**config.mk**
```make
export PLATFORM = sky130hd
export DESIGN_NAME = lcd_timing_gen
export DESIGN_NICKNAME = d
export VERILOG_FILES = /design/src/rtl/lcd_tg_pkg.sv /design/src/rtl/lcd_tg_regs.sv /design/src/rtl/lcd_tg_axis.sv /design/src/rtl/lcd_tg_decode.sv /design/src/rtl/lcd_tg_pixout.sv /design/src/rtl/lcd_timing_gen.sv
export SDC_FILE = /design/constraint.sdc
export NUM_CORES = 1
export LEC_CHECK = 0
export BUFFER_PORTS_ARGS = -buffer_cell sky130_fd_sc_hd__buf_2
export CORE_MARGIN = 8
export CORE_UTILIZATION = 40
export CTS_BUF_LIST = sky130_fd_sc_hd__clkbuf_4
export CTS_CLUSTER_SIZE = 8
export DETAILED_ROUTE_END_ITERATION = 6
export PLACE_DENSITY = 0.68
export SYNTH_ARGS = -nofsm -noshare
export SYNTH_HDL_FRONTEND = slang
export SYNTH_SLANG_ARGS = --single-unit
export TNS_END_PERCENT = 10
```
**constraint.sdc**
```tcl
create_clock -name clk -period 2.78 [get_ports clk]
set_input_delay 0.139 -clock clk [delete_from_list [all_inputs] [get_ports clk]]
set_output_delay 0.139 -clock clk [all_outputs]
set_load 0.005 [all_outputs]
```
**src/rtl/lcd_tg_pkg.sv**
```systemverilog
package lcd_tg_pkg;
  parameter int unsigned TG_CW = 12;

  typedef logic [TG_CW-1:0] cnt_t;

  typedef struct packed {
    cnt_t sync_end;
    cnt_t porch_end;
    cnt_t act_end;
    cnt_t line_end;
    cnt_t win_lo;
    cnt_t win_hi;
  } axis_cfg_t;

  typedef struct packed {
    logic sync;
    logic act;
    logic win;
  } axis_flags_t;

  typedef enum logic [2:0] {
    A_SYNC  = 3'd0,
    A_PORCH = 3'd1,
    A_ACT   = 3'd2,
    A_TOTAL = 3'd3,
    A_WLO   = 3'd4,
    A_WHI   = 3'd5,
    A_POL   = 3'd6
  } cfg_addr_e;

  localparam int unsigned AX_H   = 0;
  localparam int unsigned AX_V   = 1;
  localparam int unsigned NUM_AX = 2;

  localparam int unsigned POL_HS = 0;
  localparam int unsigned POL_VS = 1;
  localparam int unsigned POL_DE = 2;
  localparam int unsigned POL_CK = 3;

  function automatic axis_flags_t decode_axis(input cnt_t c, input axis_cfg_t a);
    axis_flags_t f;
    f.sync = (c <= a.sync_end);
    f.act  = (c > a.porch_end) && (c <= a.act_end);
    f.win  = (c >= a.win_lo) && (c <= a.win_hi);
    return f;
  endfunction

  function automatic logic [17:0] rgb565_to_666(input logic [15:0] p);
    return {p[15:11], p[15], p[10:5], p[4:0], p[4]};
  endfunction
endpackage

```
**src/rtl/lcd_tg_regs.sv**
```systemverilog
module lcd_tg_regs
  import lcd_tg_pkg::*;
#(
  parameter axis_cfg_t H_INIT = '0,
  parameter axis_cfg_t V_INIT = '0
) (
  input  logic                 clk,
  input  logic                 rst,
  input  logic                 cfg_we,
  input  logic [2:0]           cfg_addr,
  input  logic [2*TG_CW-1:0]   cfg_wdata,
  input  logic                 cfg_reload,
  output axis_cfg_t            h_cfg,
  output axis_cfg_t            v_cfg,
  output logic [3:0]           pol
);
  for (genvar ax = 0; ax < NUM_AX; ax++) begin : g_ax
    localparam axis_cfg_t INIT = (ax == AX_H) ? H_INIT : V_INIT;
    axis_cfg_t shadow_q;
    axis_cfg_t active_q;
    cnt_t      lane;

    assign lane = cfg_wdata[ax*TG_CW +: TG_CW];

    always_ff @(posedge clk) begin
      if (rst) begin
        shadow_q <= INIT;
        active_q <= INIT;
      end else begin
        if (cfg_we) begin
          case (cfg_addr)
            A_SYNC:  shadow_q.sync_end  <= lane;
            A_PORCH: shadow_q.porch_end <= lane;
            A_ACT:   shadow_q.act_end   <= lane;
            A_TOTAL: shadow_q.line_end  <= lane;
            A_WLO:   shadow_q.win_lo    <= lane;
            A_WHI:   shadow_q.win_hi    <= lane;
            default: ;
          endcase
        end
        if (cfg_reload) active_q <= shadow_q;
      end
    end
  end

  assign h_cfg = g_ax[AX_H].active_q;
  assign v_cfg = g_ax[AX_V].active_q;

  always_ff @(posedge clk) begin
    if (rst)                                  pol <= '0;
    else if (cfg_we && (cfg_addr == A_POL))   pol <= cfg_wdata[3:0];
  end
endmodule

```
**src/rtl/lcd_tg_axis.sv**
```systemverilog
module lcd_tg_axis
  import lcd_tg_pkg::*;
(
  input  logic clk,
  input  logic rst,
  input  logic run,
  input  logic step,
  input  cnt_t last_val,
  output cnt_t cnt,
  output logic at_end
);
  // >= rather than == so a reload that shrinks the period cannot strand the count
  assign at_end = (cnt >= last_val);

  always_ff @(posedge clk) begin
    if (rst || !run)  cnt <= '0;
    else if (step)    cnt <= at_end ? '0 : cnt + 1'b1;
  end
endmodule

```
**src/rtl/lcd_tg_decode.sv**
```systemverilog
module lcd_tg_decode
  import lcd_tg_pkg::*;
(
  input  logic      clk,
  input  logic      rst,
  input  logic      en,
  input  cnt_t      h_cnt,
  input  cnt_t      v_cnt,
  input  axis_cfg_t h_cfg,
  input  axis_cfg_t v_cfg,
  output logic      pix_req,
  output cnt_t      pix_col,
  output cnt_t      pix_row,
  output logic      hs_d,
  output logic      vs_d,
  output logic      de_d,
  output logic      win_d,
  output logic      en_d
);
  axis_flags_t hf, vf;
  logic        in_win;
  logic        s1_hs, s1_vs, s1_de, s1_en;

  assign hf     = decode_axis(h_cnt, h_cfg);
  assign vf     = decode_axis(v_cnt, v_cfg);
  assign in_win = hf.win && vf.win;

  // stage 1: request to the line buffer and decoded flags
  always_ff @(posedge clk) begin
    if (rst || !en) begin
      s1_hs   <= 1'b0;
      s1_vs   <= 1'b0;
      s1_de   <= 1'b0;
      s1_en   <= 1'b0;
      pix_req <= 1'b0;
      pix_col <= '0;
      pix_row <= '0;
    end else begin
      s1_hs   <= hf.sync;
      s1_vs   <= vf.sync;
      s1_de   <= hf.act && vf.act;
      s1_en   <= 1'b1;
      pix_req <= in_win;
      pix_col <= in_win ? cnt_t'(h_cnt - h_cfg.win_lo) : '0;
      pix_row <= in_win ? cnt_t'(v_cnt - v_cfg.win_lo) : '0;
    end
  end

  // stage 2: flags wait while the line buffer answers
  always_ff @(posedge clk) begin
    if (rst || !en) begin
      hs_d  <= 1'b0;
      vs_d  <= 1'b0;
      de_d  <= 1'b0;
      win_d <= 1'b0;
      en_d  <= 1'b0;
    end else begin
      hs_d  <= s1_hs;
      vs_d  <= s1_vs;
      de_d  <= s1_de;
      win_d <= pix_req;
      en_d  <= s1_en;
    end
  end
endmodule

```
**src/rtl/lcd_tg_pixout.sv**
```systemverilog
module lcd_tg_pixout
  import lcd_tg_pkg::*;
(
  input  logic        clk,
  input  logic        rst,
  input  logic        en,
  input  logic [3:0]  pol,
  input  logic        hs,
  input  logic        vs,
  input  logic        de,
  input  logic        win,
  input  logic        en_d,
  input  logic [15:0] pix_data,
  output logic        lcd_hsync,
  output logic        lcd_vsync,
  output logic        lcd_de,
  output logic [17:0] lcd_rgb,
  output logic        out_en
);
  always_ff @(posedge clk) begin
    if (rst || !en) begin
      lcd_hsync <= ~pol[POL_HS];
      lcd_vsync <= ~pol[POL_VS];
      lcd_de    <= ~pol[POL_DE];
      lcd_rgb   <= '0;
      out_en    <= 1'b0;
    end else begin
      lcd_hsync <= hs  ? pol[POL_HS] : ~pol[POL_HS];
      lcd_vsync <= vs  ? pol[POL_VS] : ~pol[POL_VS];
      lcd_de    <= de  ? pol[POL_DE] : ~pol[POL_DE];
      lcd_rgb   <= win ? rgb565_to_666(pix_data) : '0;
      out_en    <= en_d;
    end
  end
endmodule

```
**src/rtl/lcd_timing_gen.sv**
```systemverilog
module lcd_timing_gen
  import lcd_tg_pkg::*;
#(
  parameter int unsigned PANEL_W = 320,
  parameter int unsigned PANEL_H = 240,
  parameter int unsigned HSYNC_W = 10,
  parameter int unsigned H_BACK  = 20,
  parameter int unsigned H_FRONT = 10,
  parameter int unsigned VSYNC_H = 2,
  parameter int unsigned V_BACK  = 2,
  parameter int unsigned V_FRONT = 2
) (
  input  logic               clk,
  input  logic               rst,
  input  logic               enable,
  input  logic               cfg_we,
  input  logic [2:0]         cfg_addr,
  input  logic [2*TG_CW-1:0] cfg_wdata,
  input  logic               cfg_reload,
  output logic               pix_req,
  output logic [TG_CW-1:0]   pix_col,
  output logic [TG_CW-1:0]   pix_row,
  input  logic [15:0]        pix_data,
  output logic               lcd_pclk,
  output logic               lcd_hsync,
  output logic               lcd_vsync,
  output logic               lcd_de,
  output logic [17:0]        lcd_rgb
);
  localparam int unsigned H_SYNC_END  = HSYNC_W - 1;
  localparam int unsigned H_PORCH_END = H_SYNC_END + H_BACK;
  localparam int unsigned H_ACT_END   = H_PORCH_END + PANEL_W;
  localparam int unsigned H_LINE_END  = H_ACT_END + H_FRONT;
  localparam int unsigned V_SYNC_END  = VSYNC_H - 1;
  localparam int unsigned V_PORCH_END = V_SYNC_END + V_BACK;
  localparam int unsigned V_ACT_END   = V_PORCH_END + PANEL_H;
  localparam int unsigned V_LINE_END  = V_ACT_END + V_FRONT;

  localparam axis_cfg_t H_INIT = '{
    sync_end:  cnt_t'(H_SYNC_END),  porch_end: cnt_t'(H_PORCH_END),
    act_end:   cnt_t'(H_ACT_END),   line_end:  cnt_t'(H_LINE_END),
    win_lo:    cnt_t'(H_PORCH_END + 1), win_hi: cnt_t'(H_ACT_END)};
  localparam axis_cfg_t V_INIT = '{
    sync_end:  cnt_t'(V_SYNC_END),  porch_end: cnt_t'(V_PORCH_END),
    act_end:   cnt_t'(V_ACT_END),   line_end:  cnt_t'(V_LINE_END),
    win_lo:    cnt_t'(V_PORCH_END + 1), win_hi: cnt_t'(V_ACT_END)};

  axis_cfg_t  h_cfg, v_cfg;
  logic [3:0] pol;
  cnt_t       h_cnt, v_cnt;
  logic       h_last, v_last;
  logic       hs_d, vs_d, de_d, win_d, en_d;
  logic       out_en;

  lcd_tg_regs #(.H_INIT(H_INIT), .V_INIT(V_INIT)) u_regs (
    .clk(clk), .rst(rst), .cfg_we(cfg_we), .cfg_addr(cfg_addr),
    .cfg_wdata(cfg_wdata), .cfg_reload(cfg_reload),
    .h_cfg(h_cfg), .v_cfg(v_cfg), .pol(pol));

  lcd_tg_axis u_hcnt (
    .clk(clk), .rst(rst), .run(enable), .step(1'b1),
    .last_val(h_cfg.line_end), .cnt(h_cnt), .at_end(h_last));

  lcd_tg_axis u_vcnt (
    .clk(clk), .rst(rst), .run(enable), .step(h_last),
    .last_val(v_cfg.line_end), .cnt(v_cnt), .at_end(v_last));

  lcd_tg_decode u_dec (
    .clk(clk), .rst(rst), .en(enable), .h_cnt(h_cnt), .v_cnt(v_cnt),
    .h_cfg(h_cfg), .v_cfg(v_cfg), .pix_req(pix_req), .pix_col(pix_col),
    .pix_row(pix_row), .hs_d(hs_d), .vs_d(vs_d), .de_d(de_d),
    .win_d(win_d), .en_d(en_d));

  lcd_tg_pixout u_out (
    .clk(clk), .rst(rst), .en(enable), .pol(pol), .hs(hs_d), .vs(vs_d),
    .de(de_d), .win(win_d), .en_d(en_d), .pix_data(pix_data),
    .lcd_hsync(lcd_hsync), .lcd_vsync(lcd_vsync), .lcd_de(lcd_de),
    .lcd_rgb(lcd_rgb), .out_en(out_en));

  // pixel clock leaves the block as the dot clock, optionally inverted
  assign lcd_pclk = out_en & (clk ^ pol[POL_CK]);
endmodule

```
==> flow_summary_export.csv <==
group,metric,value,unit
outcome,status,"finished, final reports clean",
power_and_ir_drop,sequentialPowerShare,52.0,%
logic_synthesis,synth_top_area_share,44.9,%
power_and_ir_drop,internal-power,7910,µW
placement,port_buffers,94,
global_route,gr-total-overflow,0,
logic_synthesis,postSynthAreaPerCell,8.62,µm²
logic_synthesis,ys_types,53,
timing,drv_slew,0,
drt,vias,13900,
power_and_ir_drop,peakVddDrop,220,µV
power_and_ir_drop,p_switching,2590,µW
logic_synthesis,syn_inst,1915,
timing,fin_crit_sh,91.1,%
floorplanning,rows,74,
logic_synthesis,async_reset_ff_share,0,%
logic_synthesis,yosysSeqAreaShare,44.9,%
drt,routedWlPerCell,16.7,µm
global_route,busiest_layer,"met2",
floorplanning,start_util,40.4,%
setup_path,cp-start-kind,"flip-flop",
floorplanning,chipHeight,219,µm
global_route,grt_use_met1,24.0,%
logic_synthesis,syn_nets,2111,
power_and_ir_drop,p_per_area,544,nW/µm²
timing,fin_hold_ws,0.0689,ns
global_route,grt_use_total,18.6,%
timing,setup_ws,0.248,ns
power_and_ir_drop,clockPowerShare,41.2,%
placement,gp_congestion,0.891,
timing,setup-violations-final,0,
floorplanning,core_area,40800,µm²
drt,finalWirelength,45000,µm
clocking,clk_latency,0.85,ns
setup_path,crit_required,3.58,ns
logic_synthesis,netlist_area,16500,µm²
clocking,path_clk_slew,0.07,ns
timing,relSlewSlack,34.6,%
global_route,antenna_found_initial,2,
floorplanning,boundaryPins,95,
timing,worst_pin_slew,0.978,ns
drt,first_pass_iters,5,
power_and_ir_drop,leakagePower,0.00892,µW
logic_synthesis,synth_flop_cell,"dfxtp_1",
global_route,grt_use_met2,30.8,%
drt,antenna_left,0,
placement,dpl.cell_count,2483,
timing,setup-tns-final,0,ns
logic_synthesis,synth.area.top_cells,"dfxtp_1 45%, ha_1 11%, nand2_1 8.5%",
setup_path,cp_data_arrival_time,3.33,ns
logic_synthesis,synth_area_leader_cell,"dfxtp_1",
logic_synthesis,yosysWarnings,0,
global_route,grt_pass1_wl,72000,µm
timing,rsz0062_at_grt,"false",
clocking,hold_buffers,66,
power_and_ir_drop,switching_share,24.7,%
final_layout,instances_no_fill,2700,
drt,vias_per_cell,5.15,
final_layout,fin_nets,2310,
placement,pre_cts_slack,0.272,ns
clocking,tritoncts,"yes",
timing,maxClockFrequency,395,MHz
drt,drt-initial-drc-count,887,
global_route,use_met3,3.65,%
clocking,cts_resized,0,
power_and_ir_drop,power,10500,µW
floorplanning,fp.dieArea,48000,µm²
final_layout,drive_gt1_share,12.9,%
timing,layout_min_cycle_time,2.53,ns
clocking,postCtsSetupRepairBufs,0,
floorplanning,chipWidth,219,µm
flow_run,cap_violations,0,
timing,fin_skew,0.0550,ns
logic_synthesis,synth_seq_cells,370,
global_route,grt_pass1_vias,13700,
setup_path,crit_fanout,13,
setup_path,crit_path_end_kind,"flip-flop",
placement,detailed_place_hpwl,30500,µm
global_route,grt_max_degree,193,
worst_hold_path,hold_path.class,"in -> reg",
setup_path,crit_type,"reg -> reg",
timing,finalHoldViolations,0,
drt,drc,0,
logic_synthesis,synth_edf_count,0,
final_layout,syn2layout_area_growth,17.1,%
power_and_ir_drop,combPwrFrac,6.8,%
==> power by group through the flow <==
stage / Combinational (µW) / Sequential, µW / Clock, µW
after floorplan: 419 / 5560 / 7.90
after global placement: 630 / 5570 / 8.14
after detailed placement: 642 / 5580 / 8.14
after CTS: 711 / 5460 / 4470
after global routing: 784 / 5470 / 4760
final: 712 / 5460 / 4330
==> placed cells by master, fill, tap and decap left out, types with 14 or more instances in the layout <==
cell           Yosys  final
nand3_1           70     70
and3_1            26     26
nand2_1          374    374
nor2b_1           14     14
buf_4              2     29
mux2i_1          108    108
a21o_1            23     23
dlygate4sd3_1      0     66
o21ai_0           18     18
o21a_1            18     18
dfxtp_1          370    370
inv_1            147    146
nor3_1            21     19
xor2_1            18     18
clkbuf_4           0    137
a21oi_1          159    159
buf_2             13     92
o211ai_1          49     49
ha_1             146    146
nor2_1           145    144
nand4_1           24     24
==> flip-flops by register name (all words and copies together) (netlist names), 4 cells and up <==
signal / cells
u_regs.h_cfg: 72
u_dec.pix_row: 12
u_regs.pol: 4
u_regs.g_ax.shadow_q: 144
u_dec.pix_col: 12
u_out.lcd_rgb: 16
u_hcnt.cnt: 12
u_vcnt.cnt: 12
u_regs.v_cfg: 72
==> cell families (layout without fill, tap and decap cells) <==
| group | after synthesis | count (layout) | share of synthesized area [%] |
|---|---|---|---|
| other | 0 | 2 | 0 |
| muxes | 109 | 109 | 6.62 |
| DFF | 370 | 370 | 44.9 |
| AOI/OAI and AO/OA | 311 | 311 | 11.6 |
| and+or+nand+nor | 716 | 716 | 18.7 |
| xor gates and xnor gates | 24 | 24 | 1.27 |
| buffers and inverters | 237 | 488 | 5.58 |
| adders and majority gates | 148 | 148 | 11.3 |
==> synthesized netlist by cell type (2+ instances only) <==
cell type / count
a221oi_1: 3
buf_2: 13
xor2_1: 18
or2_2: 4
a211oi_1: 8
o211ai_1: 49
dfxtp_1: 370
o21ai_0: 18
clkbuf_1: 73
nand2_1: 374
buf_4: 2
or3_1: 3
o31ai_1: 8
xnor2_1: 6
and2_1: 10
nand2b_1: 8
a2bb2oi_1: 2
a31oi_1: 3
o2111ai_1: 2
ha_1: 146
o21a_1: 18
mux2i_1: 108
nor2_1: 145
and3_1: 26
a21oi_1: 159
nor2b_1: 14
nand4_1: 24
a22o_1: 2
fa_1: 2
and4_1: 6
or4_1: 6
nor3_1: 21
a2111oi_0: 2
inv_1: 147
and3b_1: 2
a211o_1: 3
o21ba_2: 2
a21o_1: 23
nand3_1: 70
nor4_1: 2
==> area by class of cell <==
cell class | instances | area, µm²
repair buffers | 191 | 1420
multi-input cells | 1308 | 8200
flip-flops and latches | 370 | 7410
clock buffers | 138 | 1030
clock inverters | 12 | 50.0
fillers | 3835 | 21500
inverters | 147 | 552
diodes | 2 | 5.00
well taps | 532 | 666
==> through the flow <==
step | area (µm²) | util [%]
after floorplan | 16500 | -
after global placement | 17600 | 43.1
after detailed placement | 17600 | 43.1
after CTS | 19300 | 47.3
after global routing | 19300 | 47.3
final | 19300 | 47.3
==> metal layers <==
metal	part of all wire (%)	wire length (µm)	up-vias
li1	-	-	6926
met1	45	20500	6505
met2	46	20900	406
met3	6.1	2740	77
met4	2.0	911	0
met5	0	0	-
==> final timing paths <==
path	endpoint	slack [ns]	depth (start not counted)	from
worst min-delay path	u_out.lcd_rgb[8]$_SDFF_PP0_	0.07	3	pix_data[7]
worst max-delay path	u_vcnt.cnt[6]$_SDFFE_PN0P_	0.25	7	u_hcnt.cnt[7]$_SDFF_PP0_
worst max register to register	u_vcnt.cnt[6]$_SDFFE_PN0P_	0.25	7	u_hcnt.cnt[7]$_SDFF_PP0_
worst min register to register	u_dec.en_d$_SDFF_PN0_	0.43	1	u_dec.s1_en$_DFF_P_
==> critical path: stages (launching register included) <==
cell and delay (ns):
dfxtp_1 0.60, ha_1 0.33, and2_1 0.17, a221oi_1 0.25
o21ai_1 0.14, a211o_1 0.47, o31a_2 0.26, o21ba_2 0.25
(Power assumes the default switching activity.)
